### config.mk
export PLATFORM = sky130hd
export DESIGN_NAME = segram_packer
export DESIGN_NICKNAME = d
export VERILOG_FILES = /design/src/rtl/segram_pkg.sv /design/src/rtl/segram_seq.sv /design/src/rtl/segram_store.sv /design/src/rtl/segram_colsel.sv /design/src/rtl/segram_packer.sv
export SDC_FILE = /design/constraint.sdc
export NUM_CORES = 1
export LEC_CHECK = 0
export ABC_AREA = 1
export CAP_MARGIN = 20
export CORE_MARGIN = 8
export CORE_UTILIZATION = 62
export DETAILED_ROUTE_END_ITERATION = 8
export PLACE_DENSITY_LB_ADDON = 0.25
export SLEW_MARGIN = 20
export SYNTH_ARGS = -nofsm -noshare
export SYNTH_HDL_FRONTEND = slang
export SYNTH_HIERARCHICAL = 1
export SYNTH_SLANG_ARGS = --single-unit
### constraint.sdc
create_clock -name clk -period 2.7 [get_ports clk]
set_input_delay 0.675 -clock clk [delete_from_list [all_inputs] [get_ports clk]]
set_output_delay 0.675 -clock clk [all_outputs]
set_load 0.01 [all_outputs]
### src/rtl/segram_pkg.sv
package segram_pkg;

   localparam int BYTE_W = 8;
   localparam int WORD_W = 4;

   typedef enum logic [1:0] {
      DRV_STATIC = 2'b00,
      DRV_MUX2   = 2'b01,
      DRV_MUX3   = 2'b10,
      DRV_MUX4   = 2'b11
   } drive_mode_e;

   // bits of each word that one sub-word fills
   function automatic logic [2:0] lanes_of(input drive_mode_e m);
      return {1'b0, m} + 3'd1;
   endfunction

   // sub-words needed to place one byte
   function automatic logic [3:0] steps_of(input drive_mode_e m);
      case (m)
         DRV_STATIC: return 4'd8;
         DRV_MUX2:   return 4'd4;
         DRV_MUX3:   return 4'd3;
         default:    return 4'd2;
      endcase
   endfunction

   // write enables per bit; the final 1:3 sub-word holds only two bits
   function automatic logic [WORD_W-1:0] lane_mask(input drive_mode_e m, input logic last);
      case (m)
         DRV_STATIC: return 4'b0001;
         DRV_MUX2:   return 4'b0011;
         DRV_MUX3:   return last ? 4'b0011 : 4'b0111;
         default:    return 4'b1111;
      endcase
   endfunction

endpackage

### src/rtl/segram_seq.sv
module segram_seq
   import segram_pkg::*;
#(
   parameter int NUM_ADDR = 40,
   parameter int AW       = $clog2(NUM_ADDR)
) (
   input  logic              clk,
   input  logic              rst,
   input  logic              byte_valid,
   input  logic [BYTE_W-1:0] byte_data,
   input  drive_mode_e       mode,
   input  logic              ptr_load,
   input  logic [AW-1:0]     ptr_value,
   output logic              busy,
   output logic              we,
   output logic [AW-1:0]     waddr,
   output logic [WORD_W-1:0] wdata,
   output logic [WORD_W-1:0] wmask,
   output drive_mode_e       wmode
);

   if (WORD_W != 4) begin : g_bad_word
      $error("segram_seq: lane masks assume 4-bit words");
   end

   localparam logic [AW:0]   LIMIT = (AW+1)'(NUM_ADDR);
   localparam logic [AW-1:0] LAST  = AW'(NUM_ADDR - 1);

   logic [BYTE_W-1:0] shreg_q;
   drive_mode_e       mode_q;
   logic [3:0]        left_q;
   logic              busy_q;
   logic [AW-1:0]     ptr_q;
   logic [AW-1:0]     load_ptr;
   logic [AW-1:0]     next_ptr;
   logic              last_sub;

   assign load_ptr = ({1'b0, ptr_value} < LIMIT) ? ptr_value : '0;
   assign next_ptr = (ptr_q == LAST) ? '0 : ptr_q + 1'b1;
   assign last_sub = (left_q == 4'd1);

   always_ff @(posedge clk) begin
      if (rst) begin
         busy_q  <= 1'b0;
         ptr_q   <= '0;
         shreg_q <= '0;
         mode_q  <= DRV_STATIC;
         left_q  <= '0;
      end else if (!busy_q) begin
         if (byte_valid) begin
            shreg_q <= byte_data;
            mode_q  <= mode;
            left_q  <= steps_of(mode);
            busy_q  <= 1'b1;
         end
         if (ptr_load) begin
            ptr_q <= load_ptr;
         end
      end else begin
         shreg_q <= shreg_q << lanes_of(mode_q);
         ptr_q   <= next_ptr;
         left_q  <= left_q - 4'd1;
         if (last_sub) begin
            busy_q <= 1'b0;
         end
      end
   end

   // the MSB-first head of the shifter lands in bit 0 upward
   for (genvar j = 0; j < WORD_W; j++) begin : g_lane
      assign wdata[j] = shreg_q[BYTE_W-1-j];
   end

   assign we    = busy_q;
   assign waddr = ptr_q;
   assign wmask = lane_mask(mode_q, last_sub);
   assign busy  = busy_q;
   assign wmode = mode_q;

endmodule

### src/rtl/segram_store.sv
module segram_store
   import segram_pkg::*;
#(
   parameter int NUM_ADDR = 40,
   parameter int AW       = $clog2(NUM_ADDR)
) (
   input  logic                             clk,
   input  logic                             rst,
   input  logic                             we,
   input  logic [AW-1:0]                    waddr,
   input  logic [WORD_W-1:0]                wdata,
   input  logic [WORD_W-1:0]                wmask,
   output logic [WORD_W-1:0][NUM_ADDR-1:0]  cols
);

   logic [WORD_W-1:0] mem_q [NUM_ADDR];

   always_ff @(posedge clk) begin
      if (rst) begin
         for (int a = 0; a < NUM_ADDR; a++) begin
            mem_q[a] <= '0;
         end
      end else if (we) begin
         mem_q[waddr] <= (mem_q[waddr] & ~wmask) | (wdata & wmask);
      end
   end

   always_comb begin
      for (int a = 0; a < NUM_ADDR; a++) begin
         for (int b = 0; b < WORD_W; b++) begin
            cols[b][a] = mem_q[a][b];
         end
      end
   end

endmodule

### src/rtl/segram_colsel.sv
module segram_colsel
   import segram_pkg::*;
#(
   parameter int NUM_ADDR  = 40,
   parameter bit MIRROR_EN = 1'b1
) (
   input  logic [WORD_W-1:0][NUM_ADDR-1:0] cols,
   input  drive_mode_e                     mode,
   input  logic [1:0]                      phase,
   output logic [NUM_ADDR-1:0]             col_out
);

   logic [1:0] src;

   if (MIRROR_EN) begin : g_mirror
      always_comb begin
         case (mode)
            DRV_STATIC: src = 2'd0;
            DRV_MUX2:   src = {1'b0, phase[0]};
            DRV_MUX3:   src = (phase == 2'd3) ? 2'd1 : phase;
            default:    src = phase;
         endcase
      end
   end else begin : g_direct
      assign src = phase;
   end

   assign col_out = cols[src];

endmodule

### src/rtl/segram_packer.sv
module segram_packer
   import segram_pkg::*;
#(
   parameter int NUM_ADDR  = 40,
   parameter bit MIRROR_EN = 1'b1
) (
   input  logic                        clk,
   input  logic                        rst,
   input  logic                        byte_valid,
   input  logic [7:0]                  byte_data,
   input  logic [1:0]                  mode,
   input  logic                        ptr_load,
   input  logic [$clog2(NUM_ADDR)-1:0] ptr_value,
   output logic                        busy,
   input  logic [1:0]                  rd_phase,
   output logic [NUM_ADDR-1:0]         col_out
);

   localparam int AW = $clog2(NUM_ADDR);

   if (NUM_ADDR < 2 || NUM_ADDR > 256) begin : g_bad_depth
      $error("segram_packer: NUM_ADDR must lie in 2..256");
   end

   drive_mode_e                     mode_e;
   drive_mode_e                     wmode;
   logic                            we;
   logic [AW-1:0]                   wptr;
   logic [WORD_W-1:0]               wdata;
   logic [WORD_W-1:0]               wmask;
   logic [WORD_W-1:0][NUM_ADDR-1:0] cols;

   assign mode_e = drive_mode_e'(mode);

   segram_seq #(.NUM_ADDR(NUM_ADDR), .AW(AW)) u_seq (
      .clk        (clk),
      .rst        (rst),
      .byte_valid (byte_valid),
      .byte_data  (byte_data),
      .mode       (mode_e),
      .ptr_load   (ptr_load),
      .ptr_value  (ptr_value),
      .busy       (busy),
      .we         (we),
      .waddr      (wptr),
      .wdata      (wdata),
      .wmask      (wmask),
      .wmode      (wmode)
   );

   segram_store #(.NUM_ADDR(NUM_ADDR), .AW(AW)) u_store (
      .clk   (clk),
      .rst   (rst),
      .we    (we),
      .waddr (wptr),
      .wdata (wdata),
      .wmask (wmask),
      .cols  (cols)
   );

   segram_colsel #(.NUM_ADDR(NUM_ADDR), .MIRROR_EN(MIRROR_EN)) u_colsel (
      .cols    (cols),
      .mode    (mode_e),
      .phase   (rd_phase),
      .col_out (col_out)
   );

endmodule

==> results_dict.tcl <==
set metrics [dict create \
    ant_nets 0 \
    critical_path_class "in2out" \
    cts_tree "yes" \
    synth-seq-area-share_pct 52.07 \
    utilization_pct 72.90 \
    synth_xor_xnor_area_share_pct 0.05625 \
    cp-end-kind "primary output" \
    wire_per_inst_microns 17.85 \
    crit_slowest_cell "clkdlybuf4s15_2" \
    synth_edf_count 256 \
    cts_root_buffer "clkbuf_16" \
    antenna_cells 0 \
    p_leak_nw 8.467 \
    crit_path_start_kind "input port" \
    synth.mux.area_fraction_pct 0 \
    synthAdderAreaFrac_pct 0.5625 \
    rr_worst_depth 11 \
    clk_path_buf_depth 3 \
    ys_warn_count 6 \
    synth_compound_area_share_pct 2.226 \
    hold_violations 0 \
    area_growth_pct 16.53 \
    min_path_type "reg2reg" \
    via_per_inst 5.695 \
    io_buffers 62 \
    clock_skew_ps 20.18 \
    core_sq_mm 0.02489 \
    crit_buf_inv 6 \
    pin_count 63 \
    hp-start "u_seq/shreg_q[7]" \
    nets 2171 \
    regToRegSetupSlack_ps 90 \
    clk_pin_slew_ps 60 \
    placed_area_sq_mm 0.01677 \
    cts.sinks 277 \
    path_cells "buf_2, buf_4, o21ai_4, buf_12, buf_12, clkbuf_16, nand2_1, nand3_1, nand2_1, clkdlybuf4s15_2" \
    gp_congestion 0.9104 \
    grt_pass1_wl_mm 69.81 \
    synth_cells 2062 \
    max_freq_ghz 0.3830 \
    final_cell_mix "899 x nand2_1, 256 x edfxtp_1, 230 x nor2_1, 222 x inv_1, 207 x nand3_1" \
    fin_crit_sh_pct 96.70 \
    worstPathArrival_ps 1940 \
    via_count 14210 \
    row_count 58 \
    grt_max_degree 82 \
    yosys.area_share.simple_pct 34.90 \
    grt_overflow 0 \
    path_max_fanout 5 \
    drc 0 \
    drt_iter0_drc 1624 \
    drv_slew 0 \
    layout-drive-gt1-share_pct 9.838 \
    layout_commonest_cell "nand2_1" \
    r2r-start "u_seq/waddr[2]" \
    synth_nets 2091 \
    synth_ff_type "edfxtp_1" \
    ys_seq_elements 277 \
    period_minus_slack_ps 2611 \
    die_area_sq_mm 0.03044 \
    die_w_microns 174.5 \
    whs_ps 492.7 \
    holdPathStages 2 \
    grt_usage_pct 28.48 \
    wl_mm 44.54 \
    crit_family "buffers and inverters" \
    async_flop_share_pct 0 \
    ys_types 38 \
    synth_top_cell_area_share_pct 49.37 \
    hpwl_mm 27.55 \
    initial_core_util_pct 62.56 \
    synth_top_family_by_area "simple AND/OR/NAND/NOR gates" \
    worst_slew_pin_slew_ps 870.2 \
    worstSkewPairLatency_ps 560 \
    cts_buffers 29 \
    finalSetupViolCount 0 \
    power_w 0.01137 \
    outcome "finished clean" \
    avgSynthCellArea_sq_um 7.551 \
    firstDrtPassIters 8 \
    synth_area_leader_cell "edfxtp_1" \
    synth_area_sq_mm 0.01557 \
    r2r-end "u_store/mem_q[49][2]" \
    grt_antenna_before_repair 0 \
    relSlewSlack_pct 41.77 \
    cap_violations 0 \
    grt_pass1_vias 13790 \
    fp.dieH_microns 174.5 \
    required_ps 2030 \
    final_cell_area_sq_mm 0.01814 \
    p_per_area_mw_per_mm2 626.7 \
    h-tree-depth 1 \
    holdPathEnd "u_seq/shreg_q[7]" \
    ir_drop_v 0.0005676 \
    ys_top_cells_by_area "edfxtp_1 49%, nand2_1 22%, nand3_1 6.7%, nor2_1 5.5%, inv_1 5.4%" \
    slowest_delay_ps 220 \
]
-- worst max-delay path by stage --
stage | end | cells past startpoint | from | slack (ps)
6_report | col_out[0] | 10 | mode[1] | 90
5_1_grt | u_store/mem_q[9][1] | 15 | u_seq/waddr[0] | -0.1
4_1_cts | col_out[3] | 10 | mode[0] | 20
3_5_place_dp | col_out[39] | 8 | mode[1] | -530
3_3_place_gp | col_out[39] | 8 | mode[1] | -500
2_1_floorplan | u_store/mem_q[40][3] | 15 | u_seq/waddr[0] | 590
-- report_power, final --
part / internal [W] / switching (W) / leakage, nW / total [W]
sequential: 0.00489 / 0.0000928 / 2.70 / 0.00498
combinational: 0.000645 / 0.00141 / 5.27 / 0.00206
clock: 0.00265 / 0.00168 / 0.500 / 0.00433
-- metal layers --
layer	GRT usage [%]	vias to the layer above	share of wire [%]
met5	0	-	0
met3	5.251	177	11
met1	34.22	6507	37
met4	15.64	0	5.5
li1	-	6618	-
met2	47.81	908	47
-- kinds of logic (layout without fill, tap and decap cells) --
kind of cell	count (synthesis)	after routing
simple gates	1364	1364
buf+inv	351	454
flops	277	277
compound gates	61	61
fa+ha+maj	7	7
other cells	1	1
xor+xnor	1	1
-- state kept, by name, indices dropped and copies added (netlist names) --
name / cells
u_store/mem_q: 256
u_seq/shreg_q: 8
u_seq/waddr: 6
u_seq/left_q: 4
u_seq/wmode: 2
u_seq/busy: 1
-- repair_timing --
action / 4_1_cts / 5_1_grt
setup endpoints to repair: 40 / 61
pin swaps: 6 / 1
buffers inserted: 6 / 0
hold buffers: 0 / 0
hold endpoints to repair: 0 / 0
gates cloned: 8 / 2
resized for setup: 134 / 12
-- tightest hold or removal path, delay by kind of cell (launching register included) --
family	cells	cell delay (ps)
DFF	1	330
and+or+nand+nor	1	70
AOI/OAI and AO/OA	1	60
-- synthesized netlist by cell type, types with 13 or more instances --
| cell | n |
|---|---|
| inv_2 | 13 |
| a21oi_1 | 19 |
| nor2_1 | 230 |
| buf_4 | 21 |
| clkbuf_1 | 17 |
| buf_6 | 15 |
| buf_2 | 57 |
| nand2_1 | 902 |
| o21ai_0 | 18 |
| inv_1 | 222 |
| edfxtp_1 | 256 |
| dfxtp_1 | 21 |
| nand3_1 | 207 |
-- area by class of cell --
class / instances / area, sq um
Sequential cell: 277 / 8113
Fill cell: 1845 / 6746
Multi-Input combinational cell: 1434 / 5903
Timing Repair Buffer: 164 / 1779
Inverter: 236 / 890.9
Clock buffer: 36 / 792.0
Tap cell: 330 / 412.9
Clock inverter: 18 / 254.0
-- per-stage QoR --
step                worst slack, ps  TNS [ps]  instances
global route                -0.1190   -0.1190       2495
global placement             -500.9    -17250       2425
CTS                           19.19         0       2493
detailed placement           -527.3    -18700       2425
finish                        89.00         0       2495
floorplan                     594.3         0       2062
No activity file was read; power rests on OpenSTA's default activity.
